File: src/rtl/i2c_irq_pkg.sv
package i2c_irq_pkg;

    localparam int NSRC   = 8;
    localparam int ADDR_W = 4;

    // status bit positions
    localparam int B_RXU = 0;
    localparam int B_RXO = 1;
    localparam int B_TXO = 2;
    localparam int B_TXE = 3;
    localparam int B_RXF = 4;
    localparam int B_ABT = 5;
    localparam int B_STA = 6;
    localparam int B_STO = 7;

    // bits that a clear-all read acts on
    localparam logic [NSRC-1:0] CLEARABLE = 8'hE7;

    // register word addresses
    localparam logic [ADDR_W-1:0] A_RAW     = 4'd0;
    localparam logic [ADDR_W-1:0] A_MASK    = 4'd1;
    localparam logic [ADDR_W-1:0] A_MASKED  = 4'd2;
    localparam logic [ADDR_W-1:0] A_CLR_ALL = 4'd3;
    localparam logic [ADDR_W-1:0] A_CLR_RXU = 4'd4;
    localparam logic [ADDR_W-1:0] A_CLR_RXO = 4'd5;
    localparam logic [ADDR_W-1:0] A_CLR_TXO = 4'd6;
    localparam logic [ADDR_W-1:0] A_CLR_ABT = 4'd7;
    localparam logic [ADDR_W-1:0] A_CAUSE   = 4'd8;

    typedef struct packed {
        logic all;
        logic rxu;
        logic rxo;
        logic txo;
        logic abt;
    } clr_req_t;

    typedef enum logic {
        ABT_FREE = 1'b0,
        ABT_HELD = 1'b1
    } abt_state_e;

endpackage

File: src/rtl/i2c_irq_raw.sv
module i2c_irq_raw
    import i2c_irq_pkg::*;
(
    input  logic            clk,
    input  logic            rst_n,
    input  logic            rxu_p,
    input  logic            rxo_p,
    input  logic            txo_p,
    input  logic            abort_p,
    input  logic            start_p,
    input  logic            stop_p,
    input  logic            txe_lvl,
    input  logic            rxf_lvl,
    input  clr_req_t        clr_i,
    output logic [NSRC-1:0] raw_o
);

    logic [NSRC-1:0] set_v;

    // pulses for held bits, levels for the two threshold bits
    assign set_v = {stop_p, start_p, abort_p, rxf_lvl, txe_lvl, txo_p, rxo_p, rxu_p};

    for (genvar i = 0; i < NSRC; i++) begin : g_bit
        if (i == B_TXE || i == B_RXF) begin : g_lvl
            assign raw_o[i] = set_v[i];
        end else begin : g_held
            logic bit_q;
            logic clr_b;

            assign clr_b = clr_i.all
                         | (clr_i.rxu && i == B_RXU)
                         | (clr_i.rxo && i == B_RXO)
                         | (clr_i.txo && i == B_TXO)
                         | (clr_i.abt && i == B_ABT);

            always_ff @(posedge clk or negedge rst_n) begin
                if (!rst_n) begin
                    bit_q <= 1'b0;
                end else begin
                    bit_q <= set_v[i] | (bit_q & ~clr_b);
                end
            end

            assign raw_o[i] = bit_q;


            set_wins_chk: assert property (@(posedge clk) disable iff (!rst_n)
                set_v[i] |=> raw_o[i]);


            clr_ok_chk: assert property (@(posedge clk) disable iff (!rst_n)
                (clr_b && !set_v[i]) |=> !raw_o[i]);
        end
    end

endmodule

File: src/rtl/i2c_irq_abort.sv
module i2c_irq_abort
    import i2c_irq_pkg::*;
#(
    parameter int CAUSE_W = 11
) (
    input  logic               clk,
    input  logic               rst_n,
    input  logic               abort_p,
    input  logic [CAUSE_W-1:0] cause_p,
    input  clr_req_t           clr_i,
    output logic [CAUSE_W-1:0] cause_o,
    output logic               hold_o
);

    abt_state_e         st_q;
    abt_state_e         st_d;
    logic               rel;
    logic [CAUSE_W-1:0] cause_q;

    assign rel = clr_i.abt | clr_i.all;

    // state register
    always_ff @(posedge clk or negedge rst_n) begin
        if (!rst_n) begin
            st_q <= ABT_FREE;
        end else begin
            st_q <= st_d;
        end
    end

    // next state: arm, release, stay
    always_comb begin
        st_d = st_q;
        unique case (st_q)
            ABT_FREE: if (abort_p)          st_d = ABT_HELD;
            ABT_HELD: if (rel && !abort_p)  st_d = ABT_FREE;
            default:                        st_d = ABT_FREE;
        endcase
    end

    // outputs
    always_comb begin
        hold_o = (st_q == ABT_HELD);
    end

    // cause latch, new causes win over a same-cycle clear
    always_ff @(posedge clk or negedge rst_n) begin
        if (!rst_n) begin
            cause_q <= '0;
        end else begin
            cause_q <= cause_p | (cause_q & ~{CAUSE_W{rel}});
        end
    end

    assign cause_o = cause_q;


    hold_arm_chk: assert property (@(posedge clk) disable iff (!rst_n)
        abort_p |=> hold_o);


    hold_rel_chk: assert property (@(posedge clk) disable iff (!rst_n)
        (rel && !abort_p) |=> !hold_o);


    cause_keep_chk: assert property (@(posedge clk) disable iff (!rst_n)
        !rel |=> ((cause_o & $past(cause_o)) == $past(cause_o)));

endmodule

File: src/rtl/i2c_irq_regs.sv
module i2c_irq_regs
    import i2c_irq_pkg::*;
#(
    parameter int DATA_W  = 16,
    parameter int CAUSE_W = 11
) (
    input  logic               clk,
    input  logic               rst_n,
    input  logic               rd_en,
    input  logic               wr_en,
    input  logic [ADDR_W-1:0]  addr,
    input  logic [NSRC-1:0]    wr_data,
    input  logic [NSRC-1:0]    raw_i,
    input  logic [CAUSE_W-1:0] cause_i,
    output logic [DATA_W-1:0]  rd_data,
    output logic [NSRC-1:0]    mask_o,
    output clr_req_t           clr_o
);

    logic [NSRC-1:0] mask_q;

    always_ff @(posedge clk or negedge rst_n) begin
        if (!rst_n) begin
            mask_q <= '0;
        end else if (wr_en && addr == A_MASK) begin
            mask_q <= wr_data;
        end
    end

    assign mask_o = mask_q;

    // clear requests decoded from the read strobe
    always_comb begin
        clr_o.all = rd_en && (addr == A_CLR_ALL);
        clr_o.rxu = rd_en && (addr == A_CLR_RXU);
        clr_o.rxo = rd_en && (addr == A_CLR_RXO);
        clr_o.txo = rd_en && (addr == A_CLR_TXO);
        clr_o.abt = rd_en && (addr == A_CLR_ABT);
    end

    always_comb begin
        rd_data = '0;
        unique case (addr)
            A_RAW:     rd_data = DATA_W'(raw_i);
            A_MASK:    rd_data = DATA_W'(mask_q);
            A_MASKED:  rd_data = DATA_W'(raw_i & mask_q);
            A_CLR_ALL: rd_data = DATA_W'(raw_i & CLEARABLE);
            A_CLR_RXU: rd_data = DATA_W'(raw_i[B_RXU]);
            A_CLR_RXO: rd_data = DATA_W'(raw_i[B_RXO]);
            A_CLR_TXO: rd_data = DATA_W'(raw_i[B_TXO]);
            A_CLR_ABT: rd_data = DATA_W'(raw_i[B_ABT]);
            A_CAUSE:   rd_data = DATA_W'(cause_i);
            default:   rd_data = '0;
        endcase
    end


    mask_hold_chk: assert property (@(posedge clk) disable iff (!rst_n)
        !(wr_en && addr == A_MASK) |=> $stable(mask_o));

endmodule

File: src/rtl/i2c_irq_unit.sv
module i2c_irq_unit
    import i2c_irq_pkg::*;
#(
    parameter int DATA_W  = 16,
    parameter int CAUSE_W = 11
) (
    input  logic               clk,
    input  logic               rst_n,
    input  logic               rd_en,
    input  logic               wr_en,
    input  logic [3:0]         addr,
    input  logic [7:0]         wr_data,
    output logic [DATA_W-1:0]  rd_data,
    input  logic               rxu_p,
    input  logic               rxo_p,
    input  logic               txo_p,
    input  logic               abort_p,
    input  logic               start_p,
    input  logic               stop_p,
    input  logic               txe_lvl,
    input  logic               rxf_lvl,
    input  logic [CAUSE_W-1:0] cause_p,
    output logic               irq,
    output logic               txfifo_hold
);

    logic [NSRC-1:0]    raw_w;
    logic [NSRC-1:0]    mask_w;
    logic [CAUSE_W-1:0] cause_w;
    clr_req_t           clr_w;

    i2c_irq_regs #(.DATA_W(DATA_W), .CAUSE_W(CAUSE_W)) u_regs (
        .clk     (clk),
        .rst_n   (rst_n),
        .rd_en   (rd_en),
        .wr_en   (wr_en),
        .addr    (addr),
        .wr_data (wr_data),
        .raw_i   (raw_w),
        .cause_i (cause_w),
        .rd_data (rd_data),
        .mask_o  (mask_w),
        .clr_o   (clr_w)
    );

    i2c_irq_raw u_raw (
        .clk     (clk),
        .rst_n   (rst_n),
        .rxu_p   (rxu_p),
        .rxo_p   (rxo_p),
        .txo_p   (txo_p),
        .abort_p (abort_p),
        .start_p (start_p),
        .stop_p  (stop_p),
        .txe_lvl (txe_lvl),
        .rxf_lvl (rxf_lvl),
        .clr_i   (clr_w),
        .raw_o   (raw_w)
    );

    i2c_irq_abort #(.CAUSE_W(CAUSE_W)) u_abort (
        .clk     (clk),
        .rst_n   (rst_n),
        .abort_p (abort_p),
        .cause_p (cause_p),
        .clr_i   (clr_w),
        .cause_o (cause_w),
        .hold_o  (txfifo_hold)
    );

    assign irq = |(raw_w & mask_w);


    irq_gate_chk: assert property (@(posedge clk) disable iff (!rst_n)
        (mask_w == '0) |-> !irq);


    hold_track_chk: assert property (@(posedge clk) disable iff (!rst_n)
        txfifo_hold |-> raw_w[B_ABT]);

endmodule

File: config.mk
export PLATFORM = sky130hd
export DESIGN_NAME = i2c_irq_unit
export DESIGN_NICKNAME = d
export VERILOG_FILES = /design/src/rtl/i2c_irq_pkg.sv /design/src/rtl/i2c_irq_raw.sv /design/src/rtl/i2c_irq_abort.sv /design/src/rtl/i2c_irq_regs.sv /design/src/rtl/i2c_irq_unit.sv
export SDC_FILE = /design/constraint.sdc
export NUM_CORES = 1
export LEC_CHECK = 0
export ABC_AREA = 0
export BUFFER_PORTS_ARGS = -buffer_cell sky130_fd_sc_hd__clkbuf_2
export CORE_ASPECT_RATIO = 1.2
export CORE_MARGIN = 2
export CORE_UTILIZATION = 46
export DETAILED_ROUTE_END_ITERATION = 6
export HOLD_SLACK_MARGIN = 0.08
export PLACE_DENSITY = 0.81
export SLEW_MARGIN = 10
export SYNTH_ARGS = -nofsm -noshare
export SYNTH_HDL_FRONTEND = slang
export SYNTH_SLANG_ARGS = --single-unit
File: constraint.sdc
create_clock -name clk -period 2.29 [get_ports clk]
set_input_delay 0.5725 -clock clk [delete_from_list [all_inputs] [get_ports clk]]
set_output_delay 0.5725 -clock clk [all_outputs]
set_load 0.01 [all_outputs]
==> out/results.ini, run 1 <==
[clocking]
clock_sinks = 26
htreeDepth = 1
clk_latency_ns = 0.31
post_cts_buffers = 0
cts_tree = built
numCtsBuffers = 3
clock-root-buffer = clkbuf_4
ctsLongestPathBuffers = 2
clk_pin_slew_ns = 0.14

[job]
drv_cap = 0

[critical_path]
worstSetupStartpoint = addr[2]
critPathRequiredTime_ns = 1.72
critPathArrivalTime_ns = 1.61
crit_type = input port to output pin
r2r-start = u_regs.mask_o[7]
cp_max_fo = 6
start_kind = input port
cp-end-kind = output pin

[layout]
nNetsFinal = 219
multiInputGateArea_um2 = 681
layout_common_cells = clkbuf_2, dfrtp_1, a21o_1
n_fill_cell = 239
seq_area_um2 = 651
layoutNonFillerInstCount = 217
final_common_cell = clkbuf_2
drive_gt1_frac = 0.410
area_delta_synth_final_pct = 25.3
num_antenna_cells = 0

[placement]
place_ws_ns = 0.0644
numPortBuffers = 47
hpwl_mm = 2.47
dpl.cell_count = 213
place_congestion = 0.912

[synth]
ys_seq_elements = 26
netlist_area_um2 = 1380
synth_top_family_by_area = compound AO/OA/AOI/OAI gates
yosys.area_share.adder = 0
synthMuxAreaShare = 0.0725
synth-simple-area-share = 0.138
synth.distinct_cells = 34
seq_area_frac_synth = 0.471
synth_xor_area_frac = 0.0127
yosys_warnings = 0
syn_area_per_cell_um2 = 10.6
synth_compound_area_frac = 0.250
syn_inst = 130

[die]
die-width_um = 54
fp.dieArea_um2 = 3460
ios = 53
num_rows = 21
start_util = 0.486
die_h_um = 64
core_area_um2 = 2840

[timing]
finalSetupTns_ns = 0
worst_slack_ns = 0.106
fin_crit_ns = 2.18
maxSlewViolCount = 0
max_freq_mhz = 458
hold-worst-slack_ns = 0.243
hold_viol = 0
worstMarginPinSlew_ns = 0.624
min_period_over_period = 0.954
setup_viol = 0
slew_headroom = 0.584
fin_skew_ns = 0
rsz0062_at_grt = no

[worst_hold_path]
hold_path.class = input port to async pin

[route]
ant_nets = 0
vias = 1240
vias_per_cell = 5.71
wl_mm = 3.12
drtIter0Drc = 29
avgRoutedWirePerCell_um = 14.4
first_pass_iters = 4
drc_errors = 0

[grt]
grt_pass1_wl_mm = 5.05
gr-total-overflow = 0
grt_usage = 0.195
grt_max_degree = 27
grt_pass1_vias = 1204
antenna_found_initial = 0

[power_and_ir_drop]
finalPower_mw = 1.07
p_leak_nw = 0.762
peakVddDrop_mv = 0.441
powerDensity_nw_per_um2 = 617

[run_status]
status = completed

## per-layer routing
layer | global-route usage | wire (um) | vias up
met1 | 0.255 | 1290 | 600
li1 | - | - | 583
met2 | 0.316 | 1600 | 49
met3 | 0.0257 | 162 | 8
met5 | 0 | 0 | -
met4 | 0.0875 | 61 | 0
## path summary, 6_finish.rpt
check	endpoint	slack, ns	cells past startpoint
max in group asynchronous	u_regs.mask_o[6]	1.65	1
setup reg to reg	u_regs.mask_o[7]	1.47	1
hold reg to reg	u_abort.hold_o	0.49	1
hold / removal	u_regs.mask_o[1]	0.24	1
setup / recovery	rd_data[6]	0.11	5
min in group clk	u_raw.g_bit[1].g_held.bit_q	0.42	2
## per-stage QoR
step	area [um2]	utilization
floorplan	1400	-
finish	1730	0.609
global route	1730	0.609
detailed placement	1670	0.588
CTS	1720	0.606
global placement	1670	0.588
## critical path: stages
cell and delay [ns]:
clkbuf_2 0.13, nor2_1 0.30, o221ai_1 0.18, o21ai_0 0.25, clkbuf_2 0.18
## cell families after synthesis
kind of cell | count (synthesis)
buffers and inverters | 12
other | 1
flip-flops | 26
AO/OA/AOI/OAI | 48
multiplexers | 9
XOR/XNOR | 2
AND/OR/NAND/NOR | 32
## state kept, by name, summed over array words and instances (netlist names)
name and cells:
u_regs.mask_o 8, u_raw.g_bit.g_held.bit_q 6, u_abort.cause_o 11, u_abort.hold_o 1
## final cells by class
| type | count | area share |
|---|---|---|
| Timing Repair Buffer | 55 | 0.171 |
| Multi-Input combinational cell | 96 | 0.394 |
| Clock buffer | 3 | 0.0130 |
| Clock inverter | 1 | 0.0174 |
| Tap cell | 34 | 0.0246 |
| Sequential cell | 26 | 0.376 |
| Inverter | 2 | 0.00434 |
## cells in the mapped netlist (all sizes together)
cell type  count  area share
a22o           2       0.013
o21ai          8       0.029
o32ai          2       0.013
nand3b         1      0.0054
nor2b          2      0.0091
or2            3       0.014
conb           1      0.0027
nor4           1      0.0045
nand3          6       0.029
a21o          18       0.098
a21oi          3       0.011
nor4b          1      0.0063
mux2i          1      0.0073
a221oi         1      0.0063
nand2b         4       0.018
or3b           1      0.0063
xor2           2       0.013
dfrtp         26        0.47
a41oi          1      0.0063
a32oi          1      0.0063
a22oi          6       0.033
nor2           3      0.0082
inv            2      0.0054
nand4          1      0.0045
o221ai         3       0.019
o211ai         3       0.016
and2b          1      0.0054
and2           3       0.014
mux2           8       0.065
buf           10       0.047
nand2          5       0.014
## where the power goes
group	internal (mW)	switching [mW]
sequential	0.502	0.0455
combinational	0.111	0.0962
clock	0.177	0.134
total	0.790	0.276
## what timing repair did
item,in CTS,in global routing
resized for setup,0,4
hold buffers,0,0
endpoints found under the setup margin,0,4
Note: power is estimated with default switching activity, not from simulation.
==> run 2, diff against run 1 <==
Settings changed: CORE_UTILIZATION 46 to 30, GPL_ROUTABILITY_DRIVEN set to 0, PLACE_DENSITY 0.81 to 0.58.
==> run 2 against run 1 <==
Flip-flop and latch count unchanged. Final cell count is 12% higher. Wire length increased by 5.1%. Worst hold slack improved by 0.063 ns. Combinational power is essentially flat. Critical path type unchanged. Global-route usage shrank 6.6 points.
==> out/results.ini, run 2 (same netlist as run 1, synthesis figures left out) <==
[grt]
grt_max_degree = 27  ; unchanged
grt_pass1_wl_mm = 5.29  ; was 5.05 mm
grt_pass1_vias = 1166  ; was 1,204
gr-total-overflow = 0  ; unchanged
antenna_found_initial = 0  ; unchanged
grt_usage = 0.130  ; was 0.195

[critical_path]
crit_family = buffers and inverters  ; was compound AO/OA/AOI/OAI gates
slowest_delay_ns = 0.22  ; was 0.30 ns
crit_buf_inv = 3  ; was 2
crit_top_cell = clkbuf_2  ; unchanged
cp_max_fo = 9  ; was 6
cp-end-kind = output pin  ; unchanged
critPathArrivalTime_ns = 1.62  ; was 1.61 ns
start_kind = input port  ; unchanged
critPathRequiredTime_ns = 1.72  ; about the same
cp_cell_sequence = clkbuf_2, buf_4, nand3b_1, o21ai_0, a32oi_1, o211ai_1, clkbuf_2  ; was clkbuf_2, nor2_1, o221ai_1, o21ai_0, clkbuf_2
crit_type = input port to output pin  ; unchanged
critPathSlowestCell = a32oi_1  ; was nor2_1

[worst_hold_path]
hold_path.class = input port to async pin  ; unchanged

[layout]
layoutNonFillerInstCount = 242  ; was 217
final_common_cell = clkbuf_2  ; unchanged
nNetsFinal = 220  ; was 219
largest_reg_flops = 11  ; unchanged
multiInputGateArea_um2 = 687  ; was 681 um2
n_fill_cell = 463  ; was 239
drive_gt1_frac = 0.413  ; was 0.410
num_antenna_cells = 0  ; unchanged
final_util = 0.399  ; was 0.609
area_delta_synth_final_pct = 29.8  ; was 25.3%
layout_common_cells = clkbuf_2, dfrtp_1, a21o_1  ; unchanged
seq_area_um2 = 651  ; unchanged

[timing]
worstMarginPinSlew_ns = 0.639  ; was 0.624 ns
setup_viol = 0  ; unchanged
hold_viol = 0  ; unchanged
slew_headroom = 0.574  ; was 0.584
finalSetupTns_ns = 0  ; unchanged
maxSlewViolCount = 0  ; unchanged
max_freq_mhz = 456  ; was 458 MHz
fin_skew_ns = 0  ; unchanged
rsz0062_at_grt = no  ; unchanged
worst_slack_ns = 0.0950  ; was 0.106 ns
fin_crit_ns = 2.19  ; was 2.18 ns
min_period_over_period = 0.959  ; was 0.954

[run_status]
status = completed  ; unchanged

[route]
ant_nets = 0  ; unchanged
drc_errors = 0  ; unchanged
wl_mm = 3.28  ; was 3.12 mm
avgRoutedWirePerCell_um = 13.5  ; was 14.4 um
drtIter0Drc = 40  ; was 29
first_pass_iters = 4  ; unchanged
vias = 1192  ; was 1,240
vias_per_cell = 4.93  ; was 5.71

[placement]
numPortBuffers = 47  ; unchanged
place_ws_ns = 0.0695  ; was 0.0644 ns
hpwl_mm = 2.61  ; was 2.47 mm
dpl.cell_count = 238  ; was 213

[clocking]
numCtsBuffers = 3  ; unchanged
clock-root-buffer = clkbuf_8  ; was clkbuf_4
postCtsHoldBufs = 0  ; unchanged
clk_pin_slew_ns = 0.09  ; was 0.14 ns
cts_tree = built  ; unchanged
post_cts_buffers = 0  ; unchanged
htreeDepth = 1  ; unchanged
ctsLongestPathBuffers = 2  ; unchanged
cts_resized = 0  ; unchanged
clk_latency_ns = 0.27  ; was 0.31 ns
clock_sinks = 26  ; unchanged

[die]
die-width_um = 65.9  ; was 54 um
ios = 53  ; unchanged
num_rows = 27  ; was 21
start_util = 0.307  ; was 0.486
core_area_um2 = 4490  ; was 2840 um2
fp.dieArea_um2 = 5160  ; was 3460 um2
die_h_um = 78.3  ; was 64 um

[power_and_ir_drop]
powerDensity_nw_per_um2 = 633  ; was 617 nW/um2
pwr-share-seq = 0.481  ; was 0.514
peakVddDrop_mv = 0.403  ; was 0.441 mV
swShare = 0.252  ; was 0.259
p_switching_uw = 285  ; was 276 uW
p_leak_nw = 0.778  ; was 0.762 nW
finalPower_mw = 1.13  ; was 1.07 mW
p_int_uw = 848  ; was 790 uW
clockPowerShare = 0.335  ; was 0.292
power_frac_comb = 0.184  ; was 0.194

[job]
drv_cap = 0  ; unchanged

run 2: changes by cell type in the layout (fill, tap and decap cells not counted):
cell      change
nor4b_1       -1
nor4b_2       +1
o21ai_0       -1
o21ai_1       +1
clkbuf_4      -3
inv_2         -1
inv_1         +1
buf_4         +1
clkbuf_8      +3
buf_2         -1
clkbuf_2      +1
run 2: layer usage:
metal	vias to the layer above	part of all wire	GRT usage
met2	38	0.48	0.213
li1	585	-	-
met4	0	0.0055	0.0313
met1	567	0.45	0.177
met3	2	0.059	0.0201
met5	-	0	0
run 2: final timing paths:
kind,startpoint,depth (start not counted),slack [ns],to
worst max-delay path,addr[1],7,0.1,rd_data[0]
worst min-delay path,rst_n,1,0.31,u_regs.mask_o[7]
worst max register to register,u_regs.mask_o[1],1,1.49,u_regs.mask_o[1]
worst min register to register,u_abort.cause_o[8],1,0.47,u_abort.cause_o[8]
max in group asynchronous,rst_n,1,1.58,u_abort.cause_o[0]
min in group clk,cause_p[2],2,0.47,u_abort.cause_o[2]
run 2: cell type report:
class | count | area share
clock inverter | 1 | 0.0168
inverter | 2 | 0.00419
clock buffer | 3 | 0.0230
sequential | 26 | 0.363
timing repair buffer | 56 | 0.169
multi-input combinational | 96 | 0.383
tap | 58 | 0.0405
run 2: power groups by stage:
stage / clock (mW) / combinational (mW) / sequential [mW]
floorplan: 0 / 0.133 / 0.540
global placement: 0 / 0.208 / 0.555
global route: 0.412 / 0.231 / 0.554
CTS: 0.391 / 0.209 / 0.547
detailed placement: 0 / 0.208 / 0.556
finish: 0.380 / 0.208 / 0.546
run 2: metrics by stage:
step	hold slack (ns)	area, um2
4_1_cts	0.326	1780
3_5_place_dp	0.459	1710
3_3_place_gp	0.454	1710
5_1_grt	0.352	1790
6_report	0.306	1790
2_1_floorplan	0.277	1400
==> run 3, diff against run 2 <==
Settings changed: PLACE_DENSITY 0.58 to 0.57, SYNTH_HIERARCHICAL set to 1.
==> run 3 against run 2 <==
Sequential share of layout area decreased by 1.3 points. Highest routed layer unchanged. Final cell count increased by 3.7%. Largest cell class unchanged. Worst hold slack improved by 0.013 ns.
==> out/results.ini, run 3 <==
[timing]
rsz0062_at_grt = no  ; unchanged
setup_viol = 0  ; unchanged
worstMarginPinSlew_ns = 0.650  ; was 0.639 ns
min_period_over_period = 0.961  ; was 0.959
slew_headroom = 0.567  ; was 0.574
fin_crit_ns = 2.20  ; was 2.19 ns
hold-worst-slack_ns = 0.318  ; was 0.306 ns
fin_skew_ns = 0  ; unchanged
finalSetupTns_ns = 0  ; unchanged
maxSlewViolCount = 0  ; unchanged
max_freq_mhz = 455  ; was 456 MHz
hold_viol = 0  ; unchanged

[route]
drtIter0Drc = 20  ; was 40
wl_mm = 3.49  ; was 3.28 mm
avgRoutedWirePerCell_um = 13.9  ; was 13.5 um
vias = 1227  ; was 1,192
first_pass_iters = 4  ; unchanged
drc_errors = 0  ; unchanged
ant_nets = 0  ; unchanged
vias_per_cell = 4.89  ; was 4.93

[clocking]
clk_pin_slew_ns = 0.08  ; was 0.09 ns
postCtsHoldBufs = 0  ; unchanged
cts_tree = built  ; unchanged
htreeDepth = 1  ; unchanged
clock-root-buffer = clkbuf_8  ; unchanged
ctsLongestPathBuffers = 2  ; unchanged
numCtsBuffers = 3  ; unchanged
clock_sinks = 26  ; unchanged
post_cts_buffers = 0  ; unchanged
clk_latency_ns = 0.26  ; was 0.27 ns

[layout]
seq_area_um2 = 651  ; unchanged
layoutNonFillerInstCount = 251  ; was 242
final_common_cell = clkbuf_2  ; unchanged
area_delta_synth_final_pct = 20.7  ; was 29.8%
num_antenna_cells = 0  ; unchanged
drive_gt1_frac = 0.429  ; was 0.413
layout_common_cells = clkbuf_2, dfrtp_1, a21o_1  ; unchanged
multiInputGateArea_um2 = 748  ; was 687 um2
n_fill_cell = 523  ; was 463
nNetsFinal = 228  ; was 220
design_area_um2 = 1860  ; was 1790 um2
largest_reg_flops = 11  ; unchanged

[power_and_ir_drop]
p_leak_nw = 0.826  ; was 0.778 nW
finalPower_mw = 1.01  ; was 1.13 mW
powerDensity_nw_per_um2 = 546  ; was 633 nW/um2
peakVddDrop_mv = 0.265  ; was 0.403 mV

[grt]
antenna_found_initial = 0  ; unchanged
grt_pass1_vias = 1202  ; was 1,166
grt_pass1_wl_mm = 5.75  ; was 5.29 mm
grt_max_degree = 27  ; unchanged
grt_usage = 0.126  ; was 0.130
gr-total-overflow = 0  ; unchanged

[synth]
ys_dominant_reg_cell = dfrtp_1  ; unchanged
synth_top_area_share = 0.423  ; was 0.471
yosys_warnings = 6  ; was 0
synth_top_area_cell = dfrtp_1  ; unchanged
synth.area.top_cells = dfrtp_1, mux2_2, buf_4, a21o_1, a22oi_1  ; was dfrtp_1, a21o_1, mux2_2, a22oi_1, buf_4
netlist_area_um2 = 1540  ; was 1380 um2
synth_common_cells = dfrtp_1, buf_4, a21o_1  ; was dfrtp_1, a21o_1, mux2_2, o21ai_0
seq_area_frac_synth = 0.423  ; was 0.471
syn_area_per_cell_um2 = 10.5  ; was 10.6 um2
yosysMostFrequentCell = dfrtp_1  ; unchanged
synth-async-reset-ratio = 1.00  ; unchanged
syn_inst = 147  ; was 130
synth-edff-count = 0  ; unchanged
ys_seq_elements = 26  ; unchanged
synth.distinct_cells = 34  ; unchanged

[placement]
dpl.cell_count = 248  ; was 238
dpl_cell_area_um2 = 1800  ; was 1710 um2
numPortBuffers = 47  ; unchanged
hpwl_mm = 2.81  ; was 2.61 mm

[critical_path]
cp_max_fo = 11  ; was 9
crit_type = input port to output pin  ; unchanged
critPathArrivalTime_ns = 1.63  ; was 1.62 ns
cp-end-kind = output pin  ; unchanged
critPathRequiredTime_ns = 1.72  ; about the same
start_kind = input port  ; unchanged

[die]
die_h_um = 82.5  ; was 78.3 um
die-width_um = 69.4  ; was 65.9 um
ios = 53  ; unchanged
start_util = 0.312  ; was 0.307
num_rows = 28  ; was 27
core_area_um2 = 4940  ; was 4490 um2
fp.dieArea_um2 = 5720  ; was 5160 um2

[worst_hold_path]
hold_path.class = input port to async pin  ; unchanged

[job]
drv_cap = 0  ; unchanged

[run_status]
status = completed  ; unchanged

==> run 3: cell count changes after synthesis, sizes merged, moves of 5 or more <==
cell	before	now
a21oi	3	8
buf	10	17
o22ai	0	7
o21ai	8	2
nand3	6	0
mux2	8	13
inv	2	8
==> run 3: kinds of logic after synthesis <==
family / share of synthesized area
other: 0.00244
AO/OA/AOI/OAI: 0.202
buffers and inverters: 0.111
AND/OR/NAND/NOR: 0.154
multiplexers: 0.108
flip-flops: 0.423
==> run 3: path summary, 6_finish.rpt <==
check,startpoint,slack [ns],depth (start not counted),endpoint
worst max-delay path,addr[3],0.09,6,rd_data[6]
min in group clk,u_abort/cause_o[9],0.47,1,u_abort/cause_o[9]
worst min register to register,u_abort/cause_o[9],0.47,1,u_abort/cause_o[9]
worst max register to register,u_regs/mask_o[0],1.47,1,u_regs/mask_o[0]
worst min-delay path,rst_n,0.32,1,u_raw/g_bit[1].g_held.bit_q
max in group asynchronous,rst_n,1.55,1,u_abort/cause_o[1]
==> run 3: final cells by class <==
cell class / instances / share of cell area
multi-input cells: 97 / 0.403
clock buffers: 3 / 0.0222
flip-flops and latches: 26 / 0.350
repair buffers: 57 / 0.168
well taps: 60 / 0.0404
inverters: 8 / 0.0162
==> run 3: per-stage QoR <==
stage / setup WS, ns / util
5_1_grt: 0.00227 / 0.376
4_1_cts: 0.0582 / 0.373
3_5_place_dp: -0.000252 / 0.364
6_report: 0.0899 / 0.376
2_1_floorplan: 0.120 / -
3_3_place_gp: 0.0403 / 0.364
==> run 3: worst max-delay path, cell delays in order <==
cell and delay [ns]:
buf_4 0.18, buf_4 0.15, mux2_2 0.33, a22oi_1 0.14, o22ai_1 0.12, clkbuf_2 0.14
==> run 3: repair_timing <==
action	4_1_cts	5_1_grt
pin swaps	0	1
endpoints found under the setup margin	1	5
gates resized for setup	1	5
==> run 3: routing by layer <==
metal,part of all wire,track usage
met5,0,0
met4,0.0097,0.0353
met3,0.053,0.0218
met1,0.45,0.168
met2,0.49,0.212
==> run 3: power by group <==
part           internal [mW]  switching [mW]  total, mW
Sequential             0.504          0.0379      0.541
Clock                  0.118           0.132      0.249
Combinational          0.116           0.107      0.223
Total                  0.738           0.277       1.01
